`src/rtl/simd_addsub_pkg.sv`:
```
// Package: shared lane-format encoding for the packed add/subtract unit.
// Assumes a 2-bit format select driven by the surrounding pipeline.
package simd_addsub_pkg;
    typedef enum logic [1:0] {
        FMT_UHALF_SAT = 2'd0,
        FMT_UBYTE_HLV = 2'd1,
        FMT_SHALF_HLV = 2'd2,
        FMT_SWORD_HLV = 2'd3
    } lane_fmt_e;
endpackage

```
`src/rtl/simd_sat_lane.sv`:
```
// Module: one unsigned lane with modular or clamping add/subtract.
// Assumes: clamp_en gates saturation; ovf reports a clamp event only.
module simd_sat_lane #(
    parameter int LW = 16
) (
    input  logic [LW-1:0] a,
    input  logic [LW-1:0] b,
    input  logic          sub,
    input  logic          clamp_en,
    output logic [LW-1:0] y,
    output logic          ovf
);
    logic [LW:0] wide;
    logic        edge_hit;

    // Widened sum/difference; the top bit is carry-out or borrow.
    always_comb begin
        if (sub) wide = {1'b0, a} - {1'b0, b};
        else     wide = {1'b0, a} + {1'b0, b};
        edge_hit = wide[LW];
    end

    // Clamp to the range limit when enabled, otherwise wrap.
    always_comb begin
        ovf = edge_hit && clamp_en;
        if (ovf) y = sub ? '0 : '1;
        else     y = wide[LW-1:0];
    end
endmodule

```
`src/rtl/simd_half_lane.sv`:
```
// Module: one lane that forms a widened sum/difference, optionally
// adds one for rounding, and returns it halved.
// Assumes: SIGNED selects sign- or zero-extension of both operands.
module simd_half_lane #(
    parameter int LW     = 8,
    parameter bit SIGNED = 1'b0
) (
    input  logic [LW-1:0] a,
    input  logic [LW-1:0] b,
    input  logic          sub,
    input  logic          rnd,
    output logic [LW-1:0] y
);
    localparam int EW = LW + 2;
    logic [EW-1:0] ea, eb, acc;

    generate
        if (SIGNED) begin : g_sext
            // Sign-extend operands into the wide intermediate.
            always_comb begin
                ea = {{2{a[LW-1]}}, a};
                eb = {{2{b[LW-1]}}, b};
            end
        end else begin : g_zext
            // Zero-extend operands into the wide intermediate.
            always_comb begin
                ea = {2'b00, a};
                eb = {2'b00, b};
            end
        end
    endgenerate

    // Wide add/sub plus round bit, then drop the lowest bit.
    always_comb begin
        acc = (sub ? (ea - eb) : (ea + eb)) + {{(EW-1){1'b0}}, rnd};
        y   = acc[LW:1];
    end
endmodule

```
`src/rtl/simd_addsub.sv`:
```
// Module: packed lane add/subtract unit with registered result and a
// sticky overflow flag. Assumes one operation per in_valid cycle.
module simd_addsub
    import simd_addsub_pkg::*;
#(
    parameter int DATA_W = 32
) (
    input  logic              clk,
    input  logic              rst_n,
    input  logic              in_valid,
    input  logic [DATA_W-1:0] opnd_a,
    input  logic [DATA_W-1:0] opnd_b,
    input  logic [1:0]        lane_fmt,
    input  logic              sub_sel,
    input  logic              mode_bit,
    input  logic              clr_ovf,
    output logic              out_valid,
    output logic [DATA_W-1:0] result,
    output logic              ovf_flag
);
    localparam int HW  = 16;
    localparam int BW  = 8;
    localparam int NH  = DATA_W / HW;
    localparam int NB  = DATA_W / BW;

    logic [DATA_W-1:0] uh_y, ub_y, sh_y, sw_y, next_y;
    logic [NH-1:0]     uh_ovf;
    logic              clamp_on, ovf_set;
    lane_fmt_e         fmt;

    assign fmt      = lane_fmt_e'(lane_fmt);
    assign clamp_on = mode_bit && (fmt == FMT_UHALF_SAT);

    genvar k;
    generate
        for (k = 0; k < NH; k++) begin : g_uh
            simd_sat_lane #(.LW(HW)) u_lane (
                .a(opnd_a[k*HW +: HW]), .b(opnd_b[k*HW +: HW]),
                .sub(sub_sel), .clamp_en(clamp_on),
                .y(uh_y[k*HW +: HW]), .ovf(uh_ovf[k]));
        end
        for (k = 0; k < NB; k++) begin : g_ub
            simd_half_lane #(.LW(BW), .SIGNED(1'b0)) u_lane (
                .a(opnd_a[k*BW +: BW]), .b(opnd_b[k*BW +: BW]),
                .sub(sub_sel), .rnd(mode_bit), .y(ub_y[k*BW +: BW]));
        end
        for (k = 0; k < NH; k++) begin : g_sh
            simd_half_lane #(.LW(HW), .SIGNED(1'b1)) u_lane (
                .a(opnd_a[k*HW +: HW]), .b(opnd_b[k*HW +: HW]),
                .sub(sub_sel), .rnd(mode_bit), .y(sh_y[k*HW +: HW]));
        end
    endgenerate

    simd_half_lane #(.LW(DATA_W), .SIGNED(1'b1)) u_word (
        .a(opnd_a), .b(opnd_b), .sub(sub_sel), .rnd(mode_bit), .y(sw_y));

    // Pick the lane-array output named by the format select.
    always_comb begin
        unique case (fmt)
            FMT_UHALF_SAT: next_y = uh_y;
            FMT_UBYTE_HLV: next_y = ub_y;
            FMT_SHALF_HLV: next_y = sh_y;
            default:       next_y = sw_y;
        endcase
        ovf_set = in_valid && (|uh_ovf);
    end

    // Capture the result on a valid cycle and flag its presence.
    always_ff @(posedge clk) begin
        if (!rst_n) begin
            result    <= '0;
            out_valid <= 1'b0;
        end else begin
            out_valid <= in_valid;
            if (in_valid) result <= next_y;
        end
    end

    // Sticky overflow: a set wins over a clear in the same cycle.
    always_ff @(posedge clk) begin
        if (!rst_n)       ovf_flag <= 1'b0;
        else if (ovf_set) ovf_flag <= 1'b1;
        else if (clr_ovf) ovf_flag <= 1'b0;
    end

    AST_VALID_LATENCY: assert property (@(posedge clk) disable iff (!rst_n)
        in_valid |=> out_valid);
    AST_IDLE_HOLD: assert property (@(posedge clk) disable iff (!rst_n)
        !in_valid |=> (!out_valid && $stable(result)));
    AST_FLAG_STICKY: assert property (@(posedge clk) disable iff (!rst_n)
        (ovf_flag && !clr_ovf) |=> ovf_flag);
    AST_FLAG_CLEAR: assert property (@(posedge clk) disable iff (!rst_n)
        (clr_ovf && !(in_valid && clamp_on)) |=> !ovf_flag);
    AST_NO_OVERFLOW: assert property (@(posedge clk) disable iff (!rst_n)
        (!ovf_flag && !(in_valid && clamp_on)) |=> !ovf_flag);

    generate
        for (k = 0; k < NH; k++) begin : g_chk
            AST_CLAMP_VALUE: assert property (@(posedge clk) disable iff (!rst_n)
                (in_valid && uh_ovf[k]) |=>
                ((result[k*HW +: HW] == '1) || (result[k*HW +: HW] == '0)));
        end
    endgenerate
endmodule

```
`config.mk`:
```
export PLATFORM = sky130hd
export DESIGN_NAME = simd_addsub
export DESIGN_NICKNAME = d
export VERILOG_FILES = /design/src/rtl/simd_addsub_pkg.sv /design/src/rtl/simd_sat_lane.sv /design/src/rtl/simd_half_lane.sv /design/src/rtl/simd_addsub.sv
export SDC_FILE = /design/constraint.sdc
export NUM_CORES = 1
export LEC_CHECK = 0
export ABC_CLOCK_PERIOD_IN_PS = 6800
export CAP_MARGIN = 0
export CORE_ASPECT_RATIO = 0.75
export CORE_UTILIZATION = 45
export DETAILED_ROUTE_END_ITERATION = 8
export PLACE_DENSITY = 0.7
export SYNTH_ARGS = -nofsm -noshare
export SYNTH_HDL_FRONTEND = slang
export SYNTH_SLANG_ARGS = --single-unit
```
`constraint.sdc`:
```
create_clock -name clk -period 6.8 [get_ports clk]
set_input_delay 1.02 -clock clk [delete_from_list [all_inputs] [get_ports clk]]
set_output_delay 1.02 -clock clk [all_outputs]
set_load 0.05 [all_outputs]
```
==> reports/results.txt <==
first-pass GRT wire length: 44.97 mm
die boundary width: 160 µm
register-to-register path setup slack: 5.81 ns
effective utilization at floorplan: 46.88%
Clock transition at path regs: 0.05 ns
Antenna diodes: 0
Starting DRT DRC Count: 1099
peak-usage layer in the global routing report: met1
count of hold buffers inserted by post-cts repair: 0
global-route usage over all layers: 29.34%
via count of the first global-routing pass: 8139
detailed-route via count: 9248
dominant cell type by area after synthesis: sky130_fd_sc_hd__xnor2_1
startpoint of the most critical register-to-register path: result[31]
startpoint of the worst hold path: result[17]
WL per Instance: 19.45 µm
total clock sinks: 34
cell at the root of the clock tree: sky130_fd_sc_hd__clkbuf_16
Hold Vio Cnt, Final: 0
number of clock buffers inserted by TritonCTS: 5
classification of the worst-slack hold path: flip-flop to flip-flop
biggest cell delay along the critical path: 0.60 ns
setup_tns: 0 ns
fraction of final layout cells sized beyond drive strength 1: 6.902%
Synth cell types: 96
later-pin clock latency in the skew report: 0.27 ns
total length of routed wires: 28.94 mm
number of remaining DRC errors: 0
Die Ht: 120.5 µm
Final Worst Setup Slack: 0.5199 ns
number of flops mapped to enable cells by yosys: 0
post-CTS repair timing setup buffer count: 0
number of warnings printed during yosys synthesis: 0
crit path kind: primary input to flip-flop
leakage power of the design: 0.003740 µW
Worst EP arrival: 6.48 ns
Final Non-Filler Cells: 1488
GR Layer Usage met2: 38.07%
Worst Hold Path Cells: 2
cell-by-cell listing of the critical path: clkdlybuf4s50_1, or4_1, nor2_1, nand2_1, nor3b_1, buf_4, nand2_1, nor2_1, a21o_1, o21ai_0, xnor2_1, ha_1, nand2_1, o21ai_1, nor2_1, and4_1, o21ai_0, nor3b_1, nor4b_4, nand4_2, or4_1, a31oi_1
synth top area cells: sky130_fd_sc_hd__xnor2_1, sky130_fd_sc_hd__ha_1, sky130_fd_sc_hd__dfxtp_1
post-layout min period: 6.280 ns
routing usage on met3: 7.033%
Crit. End Element: flip-flop
Post-Syn Instances: 1177
H-tree levels: 2
Placeable Area: 0.01797 mm²
sequential share of the synthesized area: 8.078%
detailed-route vias per instance: 6.215
Layout area overhead: 16.25%
end point of the worst hold path: result[17]
GR Layer Usage met1: 47.53%
fraction of post-synthesis cell area in the top cell type by area: 11.54%
count of buffers inserted at the top-level ports: 105
setup repair after global routing missed its margin: no
number of nets in the layout: 1393
async set-reset flop share out of synthesis: 0%
routability congestion estimate from global placement: 0.9917
crit path launch type: primary input
worst reg2reg path depth: 4
number of buffers between clock root and the deepest sink: 2
Cell Rows: 42
total congestion overflow: 0
slew at the pin closest to its max-slew limit: 1.136 ns
Max-slew headroom: 24.09%
maximum clock frequency: 0.1592 GHz
Pwr per Cell Area: 190.4 mW/mm²
Die Footprint: 0.01928 mm²
run status: complete, no violations
maximum number of pins on one net before global-route repair: 49
combined buffer and inverter count along the critical path: 2
Mapped Area: 0.008426 mm²
synth cell count leaders: sky130_fd_sc_hd__xnor2_1, sky130_fd_sc_hd__a21oi_1, sky130_fd_sc_hd__nor2_1, sky130_fd_sc_hd__nand2_1, sky130_fd_sc_hd__o21ai_0
Final setup viols: 0
count of pins on the block boundary: 106
number of nets in the synthesized netlist: 1325
Max-Cap Viols: 0
remaining antenna violation count: 0
cell type group with the largest total delay on the critical path: simple AND/OR/NAND/NOR gates
detailed-router iteration count before antenna repair: 9
FF+latch count, synth: 34
top flip-flop cell by instance count after synthesis: sky130_fd_sc_hd__dfxtp_1
number of instances in the placed design: 1480
clock tree from TritonCTS: built
library cell contributing the largest single delay on the critical path: sky130_fd_sc_hd__or4_1
most used standard cell by instance count after synthesis: sky130_fd_sc_hd__xnor2_1
critical register-to-register path endpoint: result[31]
CP required: 7.00 ns
CP max FO: 7
clock skew: 0 ns
mean area per synthesized cell: 7.159 µm²
pre-CTS WS: 0.1285 ns
share of the clock period used by the worst path: 92.35%
Final HPWL DP: 23.58 mm
Final Slew Violations: 0
number of antenna violations at the first check in global routing: 0
peak supply drop: 0.1839 mV
registers in the layout, summed over array words and instances (netlist names):
name / flops
out_valid: 1
ovf_flag: 1
result: 32
per-layer routing:
| metal | wire, µm | vias to the layer above |
|---|---|---|
| li1 | - | 4471 |
| met2 | 10370 | 465 |
| met5 | 0 | - |
| met4 | 326 | 0 |
| met3 | 3626 | 27 |
| met1 | 14620 | 4285 |
area by class of cell:
class                      count  area (µm²)
fill                        1782        8178
multi-input combinational   1034        7310
tap                          242       302.8
inverter                      48       180.2
clock buffer                   7       142.6
timing repair buffer         122        1174
sequential                    34       680.7
clock inverter                 1       5.005
how the worst max path moves through the flow:
| stage | start | end | slack, ns | cells past startpoint |
|---|---|---|---|---|
| 6_report | opnd_b[3] | result[31] | 0.52 | 22 |
| 5_1_grt | opnd_b[3] | result[31] | 0.03 | 23 |
| 4_1_cts | opnd_b[3] | result[31] | 0.41 | 22 |
| 3_5_place_dp | opnd_b[3] | result[31] | 0.13 | 22 |
| 3_3_place_gp | opnd_b[3] | result[31] | 0.32 | 22 |
| 2_1_floorplan | opnd_b[3] | result[31] | 1.35 | 20 |
placed cells by master, fill, tap and decap left out, types with 10 or more instances in the layout:
cell / count
sky130_fd_sc_hd__nor4_1: 16
sky130_fd_sc_hd__xnor2_1: 111
sky130_fd_sc_hd__a211oi_1: 17
sky130_fd_sc_hd__or3_1: 13
sky130_fd_sc_hd__xor2_1: 39
sky130_fd_sc_hd__o21a_1: 14
sky130_fd_sc_hd__mux2i_1: 10
sky130_fd_sc_hd__nand2_1: 82
sky130_fd_sc_hd__a21o_1: 13
sky130_fd_sc_hd__nand2b_1: 10
sky130_fd_sc_hd__nor2b_1: 21
sky130_fd_sc_hd__nand4_1: 12
sky130_fd_sc_hd__o21ai_0: 72
sky130_fd_sc_hd__ha_1: 72
sky130_fd_sc_hd__nand3_1: 32
sky130_fd_sc_hd__a31oi_1: 18
sky130_fd_sc_hd__clkdlybuf4s50_1: 104
sky130_fd_sc_hd__dfxtp_1: 34
sky130_fd_sc_hd__nor2_1: 106
sky130_fd_sc_hd__inv_1: 46
sky130_fd_sc_hd__a21oi_1: 108
sky130_fd_sc_hd__buf_4: 17
sky130_fd_sc_hd__or2_2: 11
sky130_fd_sc_hd__and2_1: 12
sky130_fd_sc_hd__and3_1: 20
sky130_fd_sc_hd__nor3_1: 38
sky130_fd_sc_hd__nor3b_1: 11
sky130_fd_sc_hd__o211ai_1: 13
cell families after synthesis:
logic type	share of synthesized area, %
adder cells (fa/ha/maj)	11.64
AND/OR/NAND/NOR	27.90
buffers and inverters	5.272
AO/OA/AOI/OAI	28.65
multiplexers	1.723
XOR/XNOR	16.74
flip-flops	8.078
worst reg2reg max path: stages (launching register included):
cell,delay [ns]
sky130_fd_sc_hd__dfxtp_1,0.33
sky130_fd_sc_hd__o21ai_0,0.23
sky130_fd_sc_hd__nor2_1,0.07
sky130_fd_sc_hd__a21oi_1,0.18
sky130_fd_sc_hd__a31oi_1,0.06
power breakdown:
group	total (µW)	internal, µW	leakage, µW	switching [µW]
registers	240	224	0.000282	16.1
logic	1400	526	0.00338	872
clock network	227	145	0.0000739	81.7
total	1860	895	0.00374	969
timing repair:
item / CTS / global route
setup endpoints to repair: 0 / 1
endpoints found under the hold margin: 0 / 0
gates resized for setup: 0 / 2
through the flow:
step           hold slack (ns)  total power [µW]  area (µm²)  util (%)
2_1_floorplan           0.6859              1217        8426         -
3_3_place_gp            0.4544              1583        9638     53.63
3_5_place_dp            0.4588              1587        9638     53.63
4_1_cts                 0.4706              1826        9786     54.45
5_1_grt                 0.5080              1982        9794     54.50
6_report                0.4714              1865        9794     54.50
No activity file was read; power rests on OpenSTA's default activity.
